==> config.mk <==
export PLATFORM = sky130hd
export DESIGN_NAME = bank_enable_decoder
export DESIGN_NICKNAME = d
export VERILOG_FILES = /design/src/rtl/bank_dec_pkg.sv /design/src/rtl/bank_latch_fsm.sv /design/src/rtl/bank_read_resolver.sv /design/src/rtl/bank_write_gate.sv /design/src/rtl/bank_enable_decoder.sv
export SDC_FILE = /design/constraint.sdc
export NUM_CORES = 1
export LEC_CHECK = 0
export CAP_MARGIN = 20
export CELL_PAD_IN_SITES_DETAIL_PLACEMENT = 0
export CELL_PAD_IN_SITES_GLOBAL_PLACEMENT = 1
export CORE_MARGIN = 2
export CORE_UTILIZATION = 27
export DETAILED_ROUTE_END_ITERATION = 16
export PLACE_DENSITY_LB_ADDON = 0.1
export SLEW_MARGIN = 20
export SYNTH_ARGS = -nofsm -noshare
export SYNTH_HDL_FRONTEND = slang
export SYNTH_HIERARCHICAL = 1
export SYNTH_SLANG_ARGS = --single-unit
==> constraint.sdc <==
create_clock -name clk -period 9.2 [get_ports clk]
set_input_delay 2.76 -clock clk [delete_from_list [all_inputs] [get_ports clk]]
set_output_delay 2.76 -clock clk [all_outputs]
set_load 0.01 [all_outputs]
==> src/rtl/bank_dec_pkg.sv <==
package bank_dec_pkg;
    typedef enum logic {
        LS_IDLE,
        LS_HELD
    } latch_state_e;
endpackage

==> src/rtl/bank_latch_fsm.sv <==
module bank_latch_fsm
    import bank_dec_pkg::*;
#(
    parameter int NUM_BANKS = 5,
    parameter int DATA_W    = 8,
    parameter int PORT_W    = 8,
    parameter logic [PORT_W-1:0] LATCH_PORT = 8'h80
) (
    input  logic                 clk,
    input  logic                 rst_n,
    input  logic [PORT_W-1:0]    port,
    input  logic [DATA_W-1:0]    data,
    input  logic                 io_req,
    input  logic                 wr_strobe,
    output logic [NUM_BANKS-1:0] rd_mask,
    output logic [NUM_BANKS-1:0] wr_mask
);
    localparam logic [NUM_BANKS-1:0] RST_RD = NUM_BANKS'(1);
    localparam logic [NUM_BANKS-1:0] RST_WR = NUM_BANKS'(2);
    localparam int SEL_BIT = DATA_W - 1;

    latch_state_e state_q, state_d;
    logic io_wr, hit, load;

    assign io_wr = io_req && wr_strobe;
    assign hit   = io_wr && (port == LATCH_PORT);

    always_ff @(posedge clk) begin
        if (!rst_n) state_q <= LS_IDLE;
        else        state_q <= state_d;
    end

    always_comb begin
        state_d = state_q;
        load    = 1'b0;
        unique case (state_q)
            LS_IDLE: if (hit) begin
                state_d = LS_HELD;
                load    = 1'b1;
            end
            LS_HELD: if (!io_wr) state_d = LS_IDLE;
        endcase
    end

    always_ff @(posedge clk) begin
        if (!rst_n) begin
            rd_mask <= RST_RD;
            wr_mask <= RST_WR;
        end else if (load) begin
            if (data[SEL_BIT]) wr_mask <= data[NUM_BANKS-1:0];
            else               rd_mask <= data[NUM_BANKS-1:0];
        end
    end
endmodule

==> src/rtl/bank_read_resolver.sv <==
module bank_read_resolver #(
    parameter int NUM_BANKS = 5,
    parameter int ADDR_W    = 16,
    parameter logic [ADDR_W-1:0] ROM_LO_END  = 16'h6000,
    parameter logic [ADDR_W-1:0] ROM_HI_BASE = 16'hE000
) (
    input  logic [ADDR_W-1:0]    addr,
    input  logic                 rd_cycle,
    input  logic [NUM_BANKS-1:0] rd_mask,
    output logic [NUM_BANKS-1:0] rd_sel,
    output logic                 contention
);
    localparam int CNT_W = $clog2(NUM_BANKS + 1);

    logic in_window, rom_take;
    logic [CNT_W-1:0] ram_cnt;

    assign in_window = (addr < ROM_LO_END) || (addr >= ROM_HI_BASE);
    assign rom_take  = rd_cycle && rd_mask[0] && in_window;
    assign rd_sel[0] = rom_take;

    for (genvar b = 1; b < NUM_BANKS; b++) begin : g_ram
        assign rd_sel[b] = rd_cycle && rd_mask[b] && !rom_take;
    end

    always_comb begin
        ram_cnt = '0;
        for (int b = 1; b < NUM_BANKS; b++)
            ram_cnt = ram_cnt + CNT_W'(rd_sel[b]);
    end

    assign contention = (ram_cnt >= CNT_W'(2));
endmodule

==> src/rtl/bank_write_gate.sv <==
module bank_write_gate #(
    parameter int NUM_BANKS = 5
) (
    input  logic                 wr_cycle,
    input  logic [NUM_BANKS-1:0] wr_mask,
    output logic [NUM_BANKS-1:0] wr_sel
);
    assign wr_sel[0] = 1'b0;
    for (genvar b = 1; b < NUM_BANKS; b++) begin : g_ram
        assign wr_sel[b] = wr_cycle && wr_mask[b];
    end
endmodule

==> src/rtl/bank_enable_decoder.sv <==
module bank_enable_decoder #(
    parameter int NUM_BANKS = 5,
    parameter int ADDR_W    = 16,
    parameter int DATA_W    = 8,
    parameter int PORT_W    = 8,
    parameter logic [PORT_W-1:0] LATCH_PORT  = 8'h80,
    parameter logic [ADDR_W-1:0] ROM_LO_END  = 16'h6000,
    parameter logic [ADDR_W-1:0] ROM_HI_BASE = 16'hE000
) (
    input  logic                 clk,
    input  logic                 rst_n,
    input  logic [ADDR_W-1:0]    cpu_addr,
    input  logic [DATA_W-1:0]    cpu_data,
    input  logic                 mem_req,
    input  logic                 io_req,
    input  logic                 rd_strobe,
    input  logic                 wr_strobe,
    output logic [NUM_BANKS-1:0] rd_sel,
    output logic [NUM_BANKS-1:0] wr_sel,
    output logic                 contention
);
    logic [NUM_BANKS-1:0] rd_mask, wr_mask;
    logic rd_cycle, wr_cycle;

    assign rd_cycle = mem_req && rd_strobe;
    assign wr_cycle = mem_req && wr_strobe;

    bank_latch_fsm #(
        .NUM_BANKS(NUM_BANKS), .DATA_W(DATA_W), .PORT_W(PORT_W), .LATCH_PORT(LATCH_PORT)
    ) u_latch (
        .clk(clk), .rst_n(rst_n), .port(cpu_addr[PORT_W-1:0]), .data(cpu_data),
        .io_req(io_req), .wr_strobe(wr_strobe), .rd_mask(rd_mask), .wr_mask(wr_mask)
    );

    bank_read_resolver #(
        .NUM_BANKS(NUM_BANKS), .ADDR_W(ADDR_W),
        .ROM_LO_END(ROM_LO_END), .ROM_HI_BASE(ROM_HI_BASE)
    ) u_read (
        .addr(cpu_addr), .rd_cycle(rd_cycle), .rd_mask(rd_mask),
        .rd_sel(rd_sel), .contention(contention)
    );

    bank_write_gate #(.NUM_BANKS(NUM_BANKS)) u_write (
        .wr_cycle(wr_cycle), .wr_mask(wr_mask), .wr_sel(wr_sel)
    );
endmodule

==> results_dict.tcl <==
set metrics [dict create \
    status "completed" \
    io_buffers 32 \
    hold_violations 0 \
    path_common_cell "clkdlybuf4s50_1" \
    die_w_um 53.2 \
    setup_viol 0 \
    rsz0062_at_grt "false" \
    grt_pass1_vias 586 \
    drt_iter0_markers 4 \
    syn_inst 73 \
    power_leakage_nw 0.396 \
    grt_usage 0.121 \
    placement_rows 17 \
    p_per_area_nw_per_um2 90.8 \
    grt-ovfl-total 0 \
    syn_area_per_cell_sq_um 8.96 \
    ir_drop_mv 0.0826 \
    grt_max_degree 17 \
    p_comb_frac 0.198 \
    pwr-share-seq 0.478 \
    synth_area_sq_um 654 \
    tritoncts "done" \
    required_ns 6.44 \
    crit_path_end_kind "output port" \
    dp.cells 128 \
    cts_root_buf "clkbuf_4" \
    critPathMaxFanout 8 \
    cpPeakStageDelay_ns 0.54 \
    antenna_found_initial 0 \
    clk_pin_slew_ns 0.06 \
    drv_slew 0 \
    clockPowerShare 0.324 \
    grt_pass1_wl_um 2420 \
    fin_tns_setup_ns 0 \
    insertion_delay_ns 0.26 \
    dp_hpwl_um 1200 \
    cts_resized 0 \
    num-fill-cells 248 \
    p_sw_frac 0.228 \
    worst_slew_pin_slew_ns 0.513 \
    crit_type "in2out" \
    post_cts_buffers 0 \
    period_share 0.857 \
    routed_wl_um 1540 \
    final_cells 131 \
    clock_path_buffers 2 \
    yosysWarningCount 6 \
    min_path_type "reg2reg" \
    htree_levels 1 \
    io_pins 41 \
    antenna_left 0 \
    fin_worst_skew_ns 0.00891 \
    vias 597 \
    p_switching_mw 0.0207 \
    path_cells "clkdlybuf4s50_1 -> and4_4 -> a211oi_4 -> nand2_1 -> fa_1 -> inv_1 -> a31o_1 -> clkdlybuf4s50_1" \
    intPower_mw 0.0699 \
    routabilityCongestion 0.674 \
    max_cap_viol_count 0 \
    wl_per_cell_um 11.7 \
    crit_path_top_delay_cell "fa_1" \
    drive_gt1_frac 0.0971 \
    fin_crit_ns 7.88 \
    fmax_ghz 0.127 \
    start_kind "primary input" \
    drcViolationCount 0 \
    fin_nets 136 \
    slew-limit-headroom 0.657 \
    die_h_um 53.2 \
    start_util 0.290 \
    numClockSinks 10 \
    cp_data_arrival_time_ns 5.12 \
    cts_buffers 3 \
    die-area_sq_um 2830 \
    final-seq-area_sq_um 200 \
    core_sq_um 2250 \
    diodes 0 \
    multi_input_area_sq_um 408 \
    vias_per_cell 4.56 \
    dr.pass1.iters 6 \
    area_delta_synth_final_pct 52.4 \
    synth_nets 104 \
    postCtsHoldBufs 0 \
]
[power groups by stage]
stage / registers [mW] / clock network, mW / logic (mW)
after detailed placement: 0.0443 / 0 / 0.0180
after global routing: 0.0433 / 0.0320 / 0.0195
after floorplan: 0.0443 / 0 / 0.00667
after CTS: 0.0433 / 0.0307 / 0.0182
after global placement: 0.0443 / 0 / 0.0178
final: 0.0433 / 0.0293 / 0.0179
[worst max-delay path: cells and delay by family]
kind / cells / cell delay [ns]
AO/OA/AOI/OAI: 2 / 0.53
adder cells (fa/ha/maj): 1 / 0.54
buffers and inverters: 3 / 0.96
AND/OR/NAND/NOR: 2 / 0.35
[sequential cells by signal, indices dropped and copies added, names as in the netlist]
register and count:
u_latch/rd_mask 5, u_latch/wr_mask 4, u_latch/state_q 1
[layer usage]
layer	wire [um]	vias up	GRT usage
li1	-	302	-
met1	624	269	0.134
met2	748	24	0.206
met3	148	2	0.0282
met4	16	0	0.0769
met5	0	-	0
[final timing paths]
path | start | to | slack, ns | depth (start not counted)
setup / recovery | cpu_addr[13] | contention | 1.32 | 8
hold / removal | u_latch/wr_mask[4] | u_latch/wr_mask[4] | 0.45 | 2
setup reg to reg | u_latch/state_q | u_latch/rd_mask[1] | 7.82 | 3
hold reg to reg | u_latch/wr_mask[4] | u_latch/wr_mask[4] | 0.45 | 2
[through the flow]
stage	instance area [sq um]	hold WS, ns	utilization	power (mW)	setup WS (ns)
6_report	997	0.453	0.442	0.0905	1.32
5_1_grt	997	0.483	0.442	0.0948	1.19
4_1_cts	997	0.457	0.442	0.0921	1.30
3_5_place_dp	975	0.448	0.432	0.0623	1.31
3_3_place_gp	975	0.443	0.432	0.0620	1.31
2_1_floorplan	654	0.434	-	0.0509	2.32
[cell usage in the layout, fill, tap and decap left out]
cell	n
fa_1	1
conb_1	1
nor2b_1	4
a31o_1	1
and4_4	1
nor4b_4	1
dfxtp_1	10
and4bb_2	1
a21boi_0	1
inv_1	3
nor3_2	1
nand4_1	1
clkdlybuf4s50_1	32
and2_1	10
nand3_1	2
mux2i_1	9
nand4_2	1
a21oi_1	1
a211oi_4	1
nor2b_2	1
nand2_1	16
and4b_1	1
clkbuf_4	3
[cell type report]
cell class,count,area share
clock buffer,3,0.0226
tap,28,0.0351
timing repair buffer,32,0.321
multi-input combinational,55,0.409
sequential,10,0.201
inverter,3,0.0113
Note: power is estimated with default switching activity, not from simulation.
